### src/rtl/ssd_pkg.sv
package ssd_pkg;
    // Default geometry of the driver
    parameter int unsigned SSD_WIDTH       = 8;
    parameter int unsigned SSD_SYNC_STAGES = 2;
endpackage

### src/rtl/ssd_edge_sync.sv
// Synchronizes one asynchronous strobe and flags its rising edge for one cycle.
module ssd_edge_sync #(
    parameter int unsigned STAGES = ssd_pkg::SSD_SYNC_STAGES
) (
    input  logic clk,
    input  logic rst_n,
    input  logic async_in,
    output logic rise_o
);
    typedef struct packed {
        logic [STAGES-1:0] chain;
        logic              last;
    } sync_t;

    sync_t st_d, st_q;

    always_comb begin
        st_d       = st_q;
        st_d.chain = {st_q.chain[STAGES-2:0], async_in};
        st_d.last  = st_q.chain[STAGES-1];
    end

    always_ff @(posedge clk or negedge rst_n) begin
        if (!rst_n) st_q <= '0;
        else        st_q <= st_d;
    end

    assign rise_o = st_q.chain[STAGES-1] & ~st_q.last;
endmodule

### src/rtl/ssd_shift_stage.sv
// Serial-in parallel-out stage with a clear and a registered cascade bit.
module ssd_shift_stage #(
    parameter int unsigned WIDTH = ssd_pkg::SSD_WIDTH
) (
    input  logic             clk,
    input  logic             rst_n,
    input  logic             sh_rise,
    input  logic             sclr_n,
    input  logic             sdata_in,
    output logic [WIDTH-1:0] shift_o,
    output logic             cascade_o
);
    typedef struct packed {
        logic [WIDTH-1:0] word;
        logic             casc;
    } shift_t;

    shift_t st_d, st_q;
    logic [WIDTH-1:0] moved;

    assign moved = {st_q.word[WIDTH-2:0], sdata_in};

    always_comb begin
        st_d = st_q;
        if (sh_rise) begin
            st_d.word = moved;
            st_d.casc = moved[WIDTH-1];
        end
        if (!sclr_n) begin
            st_d.word = '0;
            if (sh_rise) st_d.casc = 1'b0;
        end
    end

    always_ff @(posedge clk or negedge rst_n) begin
        if (!rst_n) st_q <= '0;
        else        st_q <= st_d;
    end

    assign shift_o   = st_q.word;
    assign cascade_o = st_q.casc;
endmodule

### src/rtl/ssd_hold_stage.sv
// Storage stage loaded on latch edges, gated onto the sink enables.
module ssd_hold_stage #(
    parameter int unsigned WIDTH = ssd_pkg::SSD_WIDTH
) (
    input  logic             clk,
    input  logic             rst_n,
    input  logic             lat_rise,
    input  logic [WIDTH-1:0] shift_i,
    input  logic             oe_n,
    output logic [WIDTH-1:0] hold_o,
    output logic [WIDTH-1:0] sink_o
);
    logic [WIDTH-1:0] hold_d, hold_q;

    always_comb begin
        hold_d = hold_q;
        if (lat_rise) hold_d = shift_i;
    end

    always_ff @(posedge clk or negedge rst_n) begin
        if (!rst_n) hold_q <= '0;
        else        hold_q <= hold_d;
    end

    genvar gi;
    generate
        for (gi = 0; gi < WIDTH; gi++) begin : g_gate
            assign sink_o[gi] = hold_q[gi] & ~oe_n;
        end
    endgenerate

    assign hold_o = hold_q;
endmodule

### src/rtl/serial_sink_driver.sv
module serial_sink_driver #(
    parameter int unsigned WIDTH       = ssd_pkg::SSD_WIDTH,
    parameter int unsigned SYNC_STAGES = ssd_pkg::SSD_SYNC_STAGES
) (
    input  logic             clk,
    input  logic             rst_n,
    input  logic             sdata_in,
    input  logic             shclk_in,
    input  logic             latclk_in,
    input  logic             sclr_n,
    input  logic             oe_n,
    output logic             cascade_out,
    output logic [WIDTH-1:0] sink_en
);
    logic             sh_rise;
    logic             lat_rise;
    logic [WIDTH-1:0] shift_q;
    logic [WIDTH-1:0] hold_q;

    ssd_edge_sync #(.STAGES(SYNC_STAGES)) u_sh_sync (
        .clk(clk), .rst_n(rst_n), .async_in(shclk_in), .rise_o(sh_rise)
    );

    ssd_edge_sync #(.STAGES(SYNC_STAGES)) u_lat_sync (
        .clk(clk), .rst_n(rst_n), .async_in(latclk_in), .rise_o(lat_rise)
    );

    ssd_shift_stage #(.WIDTH(WIDTH)) u_shift (
        .clk(clk), .rst_n(rst_n), .sh_rise(sh_rise), .sclr_n(sclr_n),
        .sdata_in(sdata_in), .shift_o(shift_q), .cascade_o(cascade_out)
    );

    ssd_hold_stage #(.WIDTH(WIDTH)) u_hold (
        .clk(clk), .rst_n(rst_n), .lat_rise(lat_rise), .shift_i(shift_q),
        .oe_n(oe_n), .hold_o(hold_q), .sink_o(sink_en)
    );
endmodule

### config.mk
export PLATFORM = sky130hd
export DESIGN_NAME = serial_sink_driver
export DESIGN_NICKNAME = d
export VERILOG_FILES = /design/src/rtl/ssd_pkg.sv /design/src/rtl/ssd_edge_sync.sv /design/src/rtl/ssd_shift_stage.sv /design/src/rtl/ssd_hold_stage.sv /design/src/rtl/serial_sink_driver.sv
export SDC_FILE = /design/constraint.sdc
export NUM_CORES = 1
export LEC_CHECK = 0
export ABC_AREA = 0
export CAP_MARGIN = 10
export CORE_MARGIN = 1
export CORE_UTILIZATION = 35
export DETAILED_ROUTE_END_ITERATION = 8
export GPL_ROUTABILITY_DRIVEN = 1
export MAX_ROUTING_LAYER = met4
export PLACE_DENSITY_LB_ADDON = 0.05
export SYNTH_ARGS = -nofsm -noshare
export SYNTH_HDL_FRONTEND = slang
export SYNTH_SLANG_ARGS = --single-unit
### constraint.sdc
create_clock -name clk -period 2.1 [get_ports clk]
set_clock_uncertainty 0.2 [all_clocks]
set_input_delay 0.42 -clock clk [delete_from_list [all_inputs] [get_ports clk]]
set_output_delay 0.42 -clock clk [all_outputs]
set_load 0.02 [all_outputs]
# ---- Word-level counts from Yosys, hierarchy flattened
# Cells that the tools add are included.
dict set report op_classes {
  n_eq_ne 1
  mux 3
  bitwise 13
}
# cell n
set ops {}
lappend ops {{9-bit two-way mux} 2}
lappend ops {{1-bit AND} 10}
lappend ops {{1-bit NOT} 3}
lappend ops {{2-bit by 1-bit inequality test with 1-bit output (second input constant)} 1}
lappend ops {{1-bit two-way mux} 1}
dict set report word_totals {
  input_bits 7
  word_cells 24
  out_inout_bits 9
  regBits 23
}

# ---- Logic depth before layout (Yosys ltp)
dict set report logic_depth {
  ltp_word 5
  depth_mapped 3
  depth_no_buf 2
}

# ---- Cells and area by module
# A second synthesis with hierarchy kept.
dict set report unflattened {
  hier_cells 62
  area_unflattened_um2 939.7
}
# module cells_per_inst seq_area_each_um2 area_each_um2 instances
set by_module_without_submodules {}
lappend by_module_without_submodules {ssd_hold_stage 25 200.2 381.6 1}
lappend by_module_without_submodules {ssd_shift_stage 29 225.2 380.4 1}
lappend by_module_without_submodules {ssd_edge_sync 4 75.1 88.8 2}

# ---- Least setup slack after synthesis
# No wires, ideal clock.
dict set report synth_timing {
  path_kind {input -> output}
  startpoint {in oe_n}
  endpoint {out sink_en[0]}
  required_ps 1480
  setup_slack_ps 756
  arrival_time_ps 724
  path_buffers 0
  stages 1
  cell_sequence {nor2b_1}
}
dict set report synth_via {
  elab_chain_len 2
}
# element line_no
set synth_lines {}
lappend synth_lines {{from (decl)} serial_sink_driver.sv:11} ;# input logic oe_n,
lappend synth_lines {{1-bit NOT} ssd_hold_stage.sv:28} ;# assign sink_o[gi] = hold_q[gi] & ~oe_n;
lappend synth_lines {{1-bit AND} ssd_hold_stage.sv:28}
lappend synth_lines {{to (decl)} serial_sink_driver.sv:13} ;# output logic [WIDTH-1:0] sink_en
# No other way between the ends.

# ---- Final worst setup path
dict set report layout_timing {
  startpoint {reg u_shift.st_q, in the netlist u_shift.cascade_o}
  endpoint {out cascade_out}
}
# element line_no
set layout_lines {}
lappend layout_lines {{from (decl)} ssd_shift_stage.sv:18} ;# shift_t st_d, st_q;
lappend layout_lines {{from (signal assigned)} ssd_shift_stage.sv:37} ;# else st_q <= st_d;
lappend layout_lines {{to (decl)} serial_sink_driver.sv:12} ;# output logic cascade_out,
# No word-level cell between the ends.

==> results_tabular.tex <==
\begin{tabular}{lr}
\hline
Metric & Value \\
\hline
\multicolumn{2}{l}{\textbf{Finish}} \\
Antenna cells & 0 \\
Area delta synth->final & 20.76\% \\
Share of final-layout standard cells stronger than drive strength 1 & 19.51\% \\
Utilization after layout & 44.65\% \\
Fin nets & 90 \\
Post-layout instance count excluding filler cells & 112 \\
\multicolumn{2}{l}{\textbf{Synthesis}} \\
Seq/Total Area, Yosys & 62.84\% \\
Average cell area after synthesis & 14.31 um2 \\
Share of the synthesized area in the top cell type & 62.84\% \\
Number of warning messages in the yosys log & 0 \\
Gate Count Post-Synth & 64 \\
Cell Area, Synth & 915.9 um2 \\
Number of synthesized register bits & 23 \\
Largest area contributor in the netlist & sky130\_fd\_sc\_hd\_\_dfrtp\_1 \\
Cell types occupying the most area after synthesis & sky130\_fd\_sc\_hd\_\_dfrtp\_1 (63\%), sky130\_fd\_sc\_hd\_\_mux2\_4 (13\%), sky130\_fd\_sc\_hd\_\_mux2i\_1 (7.7\%) \\
Synthesized Nets & 71 \\
Post-synth cell types & 13 \\
\multicolumn{2}{l}{\textbf{GRT}} \\
Global-route wire length before repair & 2139 um \\
Initial antenna violation count & 0 \\
Vias in the first global route & 459 \\
Overall overflow remaining after global route & 0 \\
All-layer global routing usage & 11.47\% \\
Pin count of the biggest net entering global routing & 24 \\
\multicolumn{2}{l}{\textbf{STA}} \\
Post-route setup TNS & 0 ns \\
Setup WS post-layout & 0.2176 ns \\
Worst relative slew slack & 78.01\% \\
Count of endpoints failing hold in the final timing report & 0 \\
Minimum clock period after layout & 1.882 ns \\
Finish-stage setup viols & 0 \\
Smallest hold slack & 0.1652 ns \\
Final Max Tran Viols & 0 \\
Worst slew pin tran & 0.3289 ns \\
Setup repair after global routing missed its margin & false \\
Ratio of final minimum period to clock period & 89.64\% \\
Highest achievable clock rate & 0.5312 GHz \\
\multicolumn{2}{l}{\textbf{Critical path}} \\
Element type at the critical path end & output port \\
Worst Path Arrival & 1.26 ns \\
Biggest fanout along the worst timing path & 2 \\
Peak per-stage delay on the critical path & 0.60 ns \\
Kind of start point of the critical path & flop \\
Dominant delay contributor by cell family on the critical path & buffers and inverters \\
Critical Path, Cell by Cell & clkdlybuf4s50\_1 \\
Slowest CP cell & sky130\_fd\_sc\_hd\_\_clkdlybuf4s50\_1 \\
Type of the setup path with the least slack & flop to output port \\
Crit path buffers/inverters & 1 \\
Crit path required time & 1.48 ns \\
\multicolumn{2}{l}{\textbf{Drt}} \\
DRC & 0 \\
Total Routed Length & 1309 um \\
Count of nets left with antenna violations after detail routing & 0 \\
Routed via count divided by cell count & 4.348 \\
Routed length per instance & 11.69 um \\
Via total after detailed routing & 487 \\
Initial DRC Count & 9 \\
Pre-Repair DR Iteration Count & 2 \\
\multicolumn{2}{l}{\textbf{Clocking}} \\
Number of post-CTS setup repair buffers & 0 \\
CTS clock-pin slew for the worst setup and hold paths & 0.12 ns \\
TritonCTS Sinks & 23 \\
Clock network latency to the later pin of the worst-skew pair & 0.30 ns \\
CTS tree & built \\
Clock Tree Root & sky130\_fd\_sc\_hd\_\_clkbuf\_4 \\
H-tree Lvls & 1 \\
Number of buffers on the longest clock path & 2 \\
Cells resized by post-CTS repair & 8 \\
Post-cts hold buffer count & 0 \\
Number of clock buffers inserted by TritonCTS & 3 \\
\multicolumn{2}{l}{\textbf{Floorplanning}} \\
Floorplan die area & 2825 um2 \\
Number of standard-cell rows in the floorplan & 18 \\
Core area & 2477 um2 \\
Die Ht & 53.16 um \\
Effective utilization at floorplan & 36.97\% \\
Number of primary I/O pins & 16 \\
Width of the die & 53.16 um \\
\multicolumn{2}{l}{\textbf{Power and ir drop}} \\
Comb power frac & 7.1\% \\
Sequential share of power & 64.8\% \\
Net switching component of the power & 154.1 uW \\
Leak pwr & 0.0005631 uW \\
Worst vdd ir & 0.3391 mV \\
Proportion of power drawn by the clock network & 28.1\% \\
Net switching fraction of the power & 21.85\% \\
Power density relative to cell area & 637.7 nW/um2 \\
Internal Pwr Total & 551.2 uW \\
\multicolumn{2}{l}{\textbf{Place}} \\
Placed wire-length estimate after detailed placement & 923.3 um \\
Post-placement setup slack & -0.2581 ns \\
Number of input and output port buffers inserted & 15 \\
Cell Count Post-Placement & 108 \\
Routability-driven placement congestion ratio & 0.7260 \\
\multicolumn{2}{l}{\textbf{Hold path}} \\
Tightest Hold Check Type & flop to flop \\
\multicolumn{2}{l}{\textbf{Run status}} \\
Outcome & finished clean \\
\multicolumn{2}{l}{\textbf{Run}} \\
Max cap viols & 0 \\
\hline
\end{tabular}
==> path summary, 6_finish.rpt <==
| check | from | endpoint | slack (ns) | cells after the start |
|---|---|---|---|---|
| min in group asynchronous | rst_n | u_lat_sync.st_q[0]$_DFF_PN0_ | 0.26 | 2 |
| worst min register to register | u_sh_sync.st_d[2]$_DFF_PN0_ | u_sh_sync.st_d[0]$_DFF_PN0_ | 0.17 | 0 |
| max in group asynchronous | rst_n | u_shift.shift_o[4]$_DFFE_PN0P_ | 1.22 | 2 |
| worst max-delay path | u_shift.cascade_o$_DFF_PN0_ | cascade_out | 0.22 | 1 |
| worst min-delay path | u_sh_sync.st_d[2]$_DFF_PN0_ | u_sh_sync.st_d[0]$_DFF_PN0_ | 0.17 | 0 |
| worst max register to register | u_sh_sync.st_d[0]$_DFF_PN0_ | u_shift.shift_o[2]$_DFFE_PN0P_ | 0.82 | 3 |
==> metal layers <==
| layer | global-route usage [%] | wire length, um |
|---|---|---|
| met5 | - | 0 |
| met4 | 7.895 | 15 |
| met3 | 2.586 | 66 |
| met2 | 13.71 | 502 |
| met1 | 16.70 | 724 |
==> cell type report <==
cell class	count	area (um2)
fillers	248	1371
flip-flops and latches	23	575.6
multi-input cells	37	312.8
repair buffers	17	150.1
well taps	30	37.54
clock buffers	4	26.28
inverters	1	3.754
==> metrics by stage <==
stage / instance area (um2) / power [uW]
6_report: 1106 / 705.4
4_1_cts: 1111 / 718.7
5_1_grt: 1106 / 746.0
2_1_floorplan: 915.9 / 491.7
3_3_place_gp: 1095 / 518.2
3_5_place_dp: 1095 / 518.9
==> power by group through the flow <==
stage	logic [uW]	clock network (uW)	registers (uW)
4_1_cts	52.4	209	457
5_1_grt	56.0	232	458
2_1_floorplan	27.4	0	464
3_5_place_dp	53.2	0	466
6_report	50.2	198	457
3_3_place_gp	52.9	0	465
==> flip-flops by register name, indices dropped and copies added (netlist names) <==
signal	count
u_lat_sync.st_q	1
u_hold.hold_o	8
u_sh_sync.st_q	1
u_sh_sync.st_d	2
u_shift.shift_o	8
u_lat_sync.st_d	2
u_shift.cascade_o	1
==> worst register-to-register path: stages (launching register included) <==
cell and delay [ns]:
sky130_fd_sc_hd__dfrtp_1 0.38, sky130_fd_sc_hd__nor2b_1 0.22, sky130_fd_sc_hd__buf_4 0.22, sky130_fd_sc_hd__mux2i_1 0.19
==> cells in the final DEF (no fill, tap or decap), types with 2 or more instances in the layout <==
cell type | synthesis | layout
sky130_fd_sc_hd__clkbuf_2 | 1 | 2
sky130_fd_sc_hd__dlygate4sd2_1 | 0 | 6
sky130_fd_sc_hd__clkdlybuf4s50_1 | 0 | 6
sky130_fd_sc_hd__nor2b_1 | 9 | 9
sky130_fd_sc_hd__clkbuf_4 | 0 | 3
sky130_fd_sc_hd__mux2i_1 | 7 | 7
sky130_fd_sc_hd__mux2_4 | 8 | 8
sky130_fd_sc_hd__buf_4 | 1 | 2
sky130_fd_sc_hd__nand2_1 | 9 | 9
sky130_fd_sc_hd__dfrtp_1 | 23 | 23
==> logic make-up after synthesis <==
family	share of synthesized area, %
DFF	62.84
and+or+nand+nor	12.29
muxes	20.77
buffers and inverters	3.005
AOI/OAI and AO/OA	1.092
==> synth_stat cells, drive strengths merged <==
master / instances
buf: 2
nand2: 9
inv: 1
mux2: 8
o21ai: 2
nand2b: 1
dfrtp: 23
nor2b: 9
clkbuf: 1
nand4b: 1
mux2i: 7
Note: power is estimated with default switching activity, not from simulation.
